`src/rtl/wwc_pkg.sv`:
```
package wwc_pkg;
  typedef enum logic [1:0] {
    EXIT_NONE    = 2'd0,
    EXIT_SERVICE = 2'd1,
    EXIT_RESUME  = 2'd2,
    EXIT_DEBUG   = 2'd3
  } exit_e;
endpackage

```
`src/rtl/wwc_slot_check.sv`:
```
module wwc_slot_check #(
  parameter int unsigned SLOTS = 6
) (
  input  logic             set_valid_i,
  input  logic [SLOTS-1:0] wait_flags_i,
  output logic             single_o,
  output logic             multi_o
);
  localparam int unsigned CW = $clog2(SLOTS + 1);

  logic [CW-1:0] psum [SLOTS+1];
  assign psum[0] = '0;

  for (genvar i = 0; i < SLOTS; i++) begin : g_cnt
    assign psum[i+1] = psum[i] + CW'(wait_flags_i[i]);
  end

  assign single_o = set_valid_i && (psum[SLOTS] == CW'(1));
  assign multi_o  = set_valid_i && (psum[SLOTS] > CW'(1));
endmodule

```
`src/rtl/wwc_wake_arb.sv`:
```
module wwc_wake_arb
  import wwc_pkg::*;
#(
  parameter int unsigned PRIO_W = 3
) (
  input  logic              dbg_evt_i,
  input  logic              dbg_port_req_i,
  input  logic              nmi_i,
  input  logic              irq_req_i,
  input  logic [PRIO_W-1:0] irq_prio_i,
  input  logic [PRIO_W-1:0] sr_ipl_i,
  input  logic              sr_di_i,
  output logic              wake_o,
  output exit_e             code_o
);
  logic irq_above;
  assign irq_above = irq_req_i && (irq_prio_i > sr_ipl_i);

  always_comb begin
    wake_o = 1'b1;
    code_o = EXIT_NONE;
    if (dbg_evt_i || dbg_port_req_i) code_o = EXIT_DEBUG;
    else if (nmi_i)                  code_o = EXIT_SERVICE;
    else if (irq_above)              code_o = sr_di_i ? EXIT_RESUME : EXIT_SERVICE;
    else                             wake_o = 1'b0;
  end
endmodule

```
`src/rtl/wait_wake_ctrl.sv`:
```
module wait_wake_ctrl
  import wwc_pkg::*;
#(
  parameter int unsigned SLOTS  = 6,
  parameter int unsigned PRIO_W = 3
) (
  input  logic              clk_i,
  input  logic              rst_ni,
  input  logic              set_valid_i,
  input  logic [SLOTS-1:0]  wait_flags_i,
  input  logic              irq_req_i,
  input  logic [PRIO_W-1:0] irq_prio_i,
  input  logic              nmi_i,
  input  logic              dbg_evt_i,
  input  logic              dbg_port_req_i,
  input  logic [PRIO_W-1:0] sr_ipl_i,
  input  logic              sr_di_i,
  output logic              halt_o,
  output logic              exit_valid_o,
  output logic [1:0]        exit_code_o,
  output logic              illegal_o
);
  logic  single_wait, multi_wait, wake;
  exit_e wake_code;
  logic  waiting_q, exit_valid_q;
  exit_e exit_code_q;

  wwc_slot_check #(.SLOTS(SLOTS)) i_slot_check (
    .set_valid_i (set_valid_i),
    .wait_flags_i(wait_flags_i),
    .single_o    (single_wait),
    .multi_o     (multi_wait)
  );

  wwc_wake_arb #(.PRIO_W(PRIO_W)) i_wake_arb (
    .dbg_evt_i     (dbg_evt_i),
    .dbg_port_req_i(dbg_port_req_i),
    .nmi_i         (nmi_i),
    .irq_req_i     (irq_req_i),
    .irq_prio_i    (irq_prio_i),
    .sr_ipl_i      (sr_ipl_i),
    .sr_di_i       (sr_di_i),
    .wake_o        (wake),
    .code_o        (wake_code)
  );

  // illegal sets are reported only from the run state
  assign illegal_o = multi_wait && !waiting_q;

  always_ff @(posedge clk_i or negedge rst_ni) begin
    if (!rst_ni) begin
      waiting_q    <= 1'b0;
      exit_valid_q <= 1'b0;
      exit_code_q  <= EXIT_NONE;
    end else if (waiting_q) begin
      waiting_q    <= !wake;
      exit_valid_q <= wake;
      exit_code_q  <= wake ? wake_code : EXIT_NONE;
    end else begin
      waiting_q    <= single_wait;
      exit_valid_q <= 1'b0;
      exit_code_q  <= EXIT_NONE;
    end
  end

  assign halt_o       = waiting_q;
  assign exit_valid_o = exit_valid_q;
  assign exit_code_o  = exit_code_q;

  assert_entry_R2: assert property (@(posedge clk_i) disable iff (!rst_ni)
    (!halt_o && set_valid_i && $countones(wait_flags_i) == 1) |=> halt_o);

  assert_illegal_no_entry_R3: assert property (@(posedge clk_i) disable iff (!rst_ni)
    (!halt_o && illegal_o) |=> !halt_o);

  assert_hold_R4: assert property (@(posedge clk_i) disable iff (!rst_ni)
    (halt_o && !dbg_evt_i && !dbg_port_req_i && !nmi_i && !irq_req_i) |=> (halt_o && !exit_valid_o));

  assert_debug_exit_R5: assert property (@(posedge clk_i) disable iff (!rst_ni)
    (halt_o && (dbg_evt_i || dbg_port_req_i)) |=> (!halt_o && exit_valid_o && exit_code_o == 2'd3));

  assert_nmi_exit_R6: assert property (@(posedge clk_i) disable iff (!rst_ni)
    (halt_o && !dbg_evt_i && !dbg_port_req_i && nmi_i) |=> (exit_valid_o && exit_code_o == 2'd1));

  assert_resume_R8: assert property (@(posedge clk_i) disable iff (!rst_ni)
    (halt_o && !dbg_evt_i && !dbg_port_req_i && !nmi_i && irq_req_i && irq_prio_i > sr_ipl_i && sr_di_i)
    |=> (exit_valid_o && exit_code_o == 2'd2));

  assert_masked_stay_R9: assert property (@(posedge clk_i) disable iff (!rst_ni)
    (halt_o && !dbg_evt_i && !dbg_port_req_i && !nmi_i && irq_prio_i <= sr_ipl_i) |=> halt_o);

  assert_single_strobe_R10: assert property (@(posedge clk_i) disable iff (!rst_ni)
    exit_valid_o |=> !exit_valid_o);

  assert_strobe_from_wait_R10: assert property (@(posedge clk_i) disable iff (!rst_ni)
    exit_valid_o |-> (!halt_o && $past(halt_o)));

  assert_code_idle_R10: assert property (@(posedge clk_i) disable iff (!rst_ni)
    !exit_valid_o |-> exit_code_o == 2'd0);
endmodule

```
`config.mk`:
```
export PLATFORM = sky130hd
export DESIGN_NAME = wait_wake_ctrl
export DESIGN_NICKNAME = d
export VERILOG_FILES = /design/src/rtl/wwc_pkg.sv /design/src/rtl/wwc_slot_check.sv /design/src/rtl/wwc_wake_arb.sv /design/src/rtl/wait_wake_ctrl.sv
export SDC_FILE = /design/constraint.sdc
export NUM_CORES = 1
export LEC_CHECK = 0
export BUFFER_PORTS_ARGS = -buffer_cell sky130_fd_sc_hd__buf_2
export CELL_PAD_IN_SITES_DETAIL_PLACEMENT = 1
export CELL_PAD_IN_SITES_GLOBAL_PLACEMENT = 1
export CORE_UTILIZATION = 28
export DETAILED_ROUTE_END_ITERATION = 7
export PLACE_DENSITY = 0.78
export SETUP_SLACK_MARGIN = 0.2
export SLEW_MARGIN = 20
export SYNTH_ARGS = -nofsm -noshare
export SYNTH_HDL_FRONTEND = slang
export SYNTH_HIERARCHICAL = 1
export SYNTH_SLANG_ARGS = --single-unit
```
`constraint.sdc`:
```
create_clock -name clk_i -period 4.88 [get_ports clk_i]
set_clock_uncertainty 0.1 [all_clocks]
set_input_delay 0.976 -clock clk_i [delete_from_list [all_inputs] [get_ports clk_i]]
set_output_delay 0.976 -clock clk_i [all_outputs]
set_load 0.05 [all_outputs]
```
==> summary by stage <==
Run status
The run finished with clean final reports.

Worst setup path
The signal on the critical path passes through buf_2, inv_1, fa_1, fa_1, inv_1, ha_1, inv_1, fa_1, a21boi_0, nor2b_1, buf_2. Setup slack on the worst reg-to-reg path comes out at 4.07 ns. The most critical setup path has its startpoint at wait_flags_i[0]. The delay of the slowest cell on the worst path is 0.49 ns.

Broken down by cell family, the worst path's largest delay share belongs to adder cells. The signal arrival time at the worst endpoint is 3.33 ns. The worst setup path is captured at an output port.

The kind of launch point of the worst setup path is an input pin. The most critical setup path has its endpoint at illegal_o. The maximum net fanout on the critical path is 2. The critical path buffer and inverter count is 5. The worst register-to-register path begins at halt_o$_DFF_PN0_.

Data on the critical path is required at its endpoint by 3.80 ns. On the critical path, the stage with the largest delay is an instance of sky130_fd_sc_hd__fa_1. The critical path runs through a total of 11 cells. The kind of critical path is in -> out. The end of the worst register-to-register path is exit_code_o[0]$_DFF_PN0_.

The depth of the most critical reg-to-reg path is 1.

Detailed routing
The via count is 361. The count of nets left with antenna violations once routing finished came out at 0. After detailed routing, the number of remaining DRC violations is 0. The detailed router finished its first iteration with 3 violations. The via density per instance is 4.513.

The wire length per cell is 9.550 um. The first-pass iteration count of the detailed router is 2. The total length of routed wires is 764 um.

Global route
Entering global routing, the biggest net connects 7 pins. The initial antenna violation count is 0. The first global-routing pass estimated 1331 um of wire. The global routing usage summed across all routing layers is 13.87%.

Global routing finished with a remaining overflow of 0. The number of global-route vias before repair is 343.

Synth
The number of distinct library cells after synthesis is 19. Summed over its instances, the top area cell type makes up 27.40% of the synthesized netlist area. By instance count, the leading cell after synthesis is sky130_fd_sc_hd__inv_1. The cell taking the most area after synthesis is sky130_fd_sc_hd__dfrtp_1. In the synthesized netlist the dominant register cell turns out to be sky130_fd_sc_hd__dfrtp_1. Ranked by total cell area, the synthesized netlist is headed by sky130_fd_sc_hd__dfrtp_1 27%, sky130_fd_sc_hd__fa_1 16%, sky130_fd_sc_hd__ha_1 14%.

Synthesis produced 39 cells. Yosys printed 6 warnings. For this run, asynchronously set or reset flops after synthesis account for 100.0%. After synthesis, the most frequently instantiated cells are 11 x sky130_fd_sc_hd__inv_1, 4 x sky130_fd_sc_hd__dfrtp_1, 4 x sky130_fd_sc_hd__ha_1. Yosys mapped a number of flops with a built-in enable equal to 0.

The area of the mapped netlist is 365.4 um2. The share of synthesized area occupied by flip-flops and latches is 27.40%. Dividing the synthesized area by the synthesized cell count gives 9.368 um2.

The post-synthesis net count is 66. In this run, synthesis produced a sequential element count of 4.

Power
For this design the ratio of total power to cell area is 278.8 nW/um2. The largest vdd supply drop is 82.76 uV. Cell internal power was estimated by the tool at 88.69 uW.

The static power due to leakage is 0.0003261 uW. For this design the total switching power over the nets is 57.80 uW. The part of the power in the clock network is 28.1%. The sequential cell fraction of total power is 27.5%.

The switching part of the total is 39.46%. Combinational logic burns 44.4% of the power.

Finish
The final layout contains 95 nets. The number of antenna diodes in the final layout is 0. In the final layout, the share of cells above drive strength 1 is 42.42%. The final design area excluding fillers is 525.5 um2. The post-synthesis to final-layout area growth is 43.84%.

Place
The placed instances occupy a cell area of 503.0 um2. The congestion estimate from routability-driven global placement came to 0.7596. The final HPWL from detailed placement is 682.6 um. The count of buffers from port buffering is 24.

CTS
The clock passes through at most 2 buffers. For this design, the CTS-stage hold fixing added 0 buffers. The clock transition at the registers of the reported paths is 0.04 ns. The maximum level of the CTS H-tree is 1. The number of buffers added for setup after CTS is 0. For the worst-skew pair, the clock arrives at the later sink with an insertion delay of 0.23 ns. The number of buffers added by the clock tree synthesis step is 3. The tree built by TritonCTS fans out to 4 sinks.

TritonCTS built the clock tree. The buffer cell driving the clock tree root is sky130_fd_sc_hd__clkbuf_4. The count of cells resized by post-cts repair is 0.

Timing
Of the available clock period, the critical path in the final layout requires 90.39%. At the pin with the least slew margin, the transition time is 0.2552 ns. The clock period minus worst slack is 4.411 ns.

The relative slew slack is 83.11%. The aggregate negative setup slack is 0 ns. Setup violations remaining at the end of the flow were counted as 0. The timing-limited maximum frequency is 226.7 MHz. Setup repair after global routing left no endpoint under its margin. The final count of hold timing violations is 0. The number of pins with negative max-slew slack in the final report is 0.

Die
The core box area is 1156 um2. The number of rows created at floorplan is 12. The die area is 1453 um2. Pin placement for this block handled 25 I/O pins.

The width of the chip is 38.12 um. The vertical extent of the die is 38.12 um. Once the floorplan was initialized, standard cells occupied 31.60% of the core.

Min path
In this run the worst hold path is classified as in -> async.

Flow run
The total of max-cap violations is 0.
[cells in the final DEF (no fill, tap or decap), types with 2 or more instances in the layout]
cell type	n
sky130_fd_sc_hd__inv_1	11
sky130_fd_sc_hd__o21ai_1	2
sky130_fd_sc_hd__clkbuf_4	3
sky130_fd_sc_hd__and3_1	2
sky130_fd_sc_hd__fa_1	3
sky130_fd_sc_hd__buf_2	24
sky130_fd_sc_hd__dfrtp_1	4
sky130_fd_sc_hd__ha_1	4
[area by class of cell]
cell class / count / area, um2
clock buffer: 3 / 22.52
tap: 14 / 17.52
fill: 158 / 630.6
inverter: 11 / 41.29
sequential: 4 / 100.1
multi-input combinational: 24 / 224.0
timing repair buffer: 24 / 120.1
[per-stage QoR]
| step | utilization [%] | hold slack (ns) | total power (uW) | setup slack [ns] | std cells |
|---|---|---|---|---|---|
| floorplan | - | 0.5804 | 86.22 | 0.2914 | 39 |
| global placement | 43.51 | 0.4528 | 104.6 | 0.4677 | 77 |
| detailed placement | 43.51 | 0.4587 | 107.0 | 0.4538 | 77 |
| CTS | 45.45 | 0.4314 | 149.7 | 0.4495 | 80 |
| global route | 45.45 | 0.4321 | 158.4 | 0.3200 | 80 |
| finish | 45.45 | 0.4351 | 146.5 | 0.4691 | 80 |
[layer usage]
metal	global-route usage, %	up-vias	part of all wire [%]
met5	0	-	0
met4	13.39	0	1.3
met3	3.488	2	5.5
met2	21.19	11	55
met1	15.25	168	38
li1	-	180	-
[flip-flops by register name, summed over array words and instances, names as in the netlist]
signal	count
halt_o	1
exit_code_o	2
exit_valid_o	1
[how the worst min path moves through the flow]
stage                          endpoint  slack, ns  cells after the start
2_1_floorplan  exit_code_o[0]$_DFF_PN0_       0.58                      0
3_3_place_gp           halt_o$_DFF_PN0_       0.45                      1
3_5_place_dp           halt_o$_DFF_PN0_       0.46                      1
4_1_cts        exit_code_o[0]$_DFF_PN0_       0.43                      1
5_1_grt        exit_code_o[0]$_DFF_PN0_       0.43                      1
6_report       exit_code_o[0]$_DFF_PN0_       0.44                      1
[kinds of logic (layout without fill, tap and decap cells)]
| logic type | Yosys count | in the layout | synth area share [%] |
|---|---|---|---|
| and+or+nand+nor | 11 | 11 | 18.15 |
| buffers and inverters | 11 | 38 | 11.30 |
| adders and majority gates | 7 | 7 | 30.14 |
| AOI/OAI and AO/OA | 5 | 5 | 10.28 |
| DFF | 4 | 4 | 27.40 |
| muxes | 1 | 1 | 2.740 |
[power groups by stage]
stage,Combinational (uW),Sequential (uW),Clock (uW)
final,65.0,40.3,41.1
after global routing,72.8,40.8,44.9
after CTS,66.5,40.3,42.9
after detailed placement,66.2,40.7,0
after global placement,64.1,40.5,0
after floorplan,30.0,56.2,0
(Power assumes the default switching activity.)
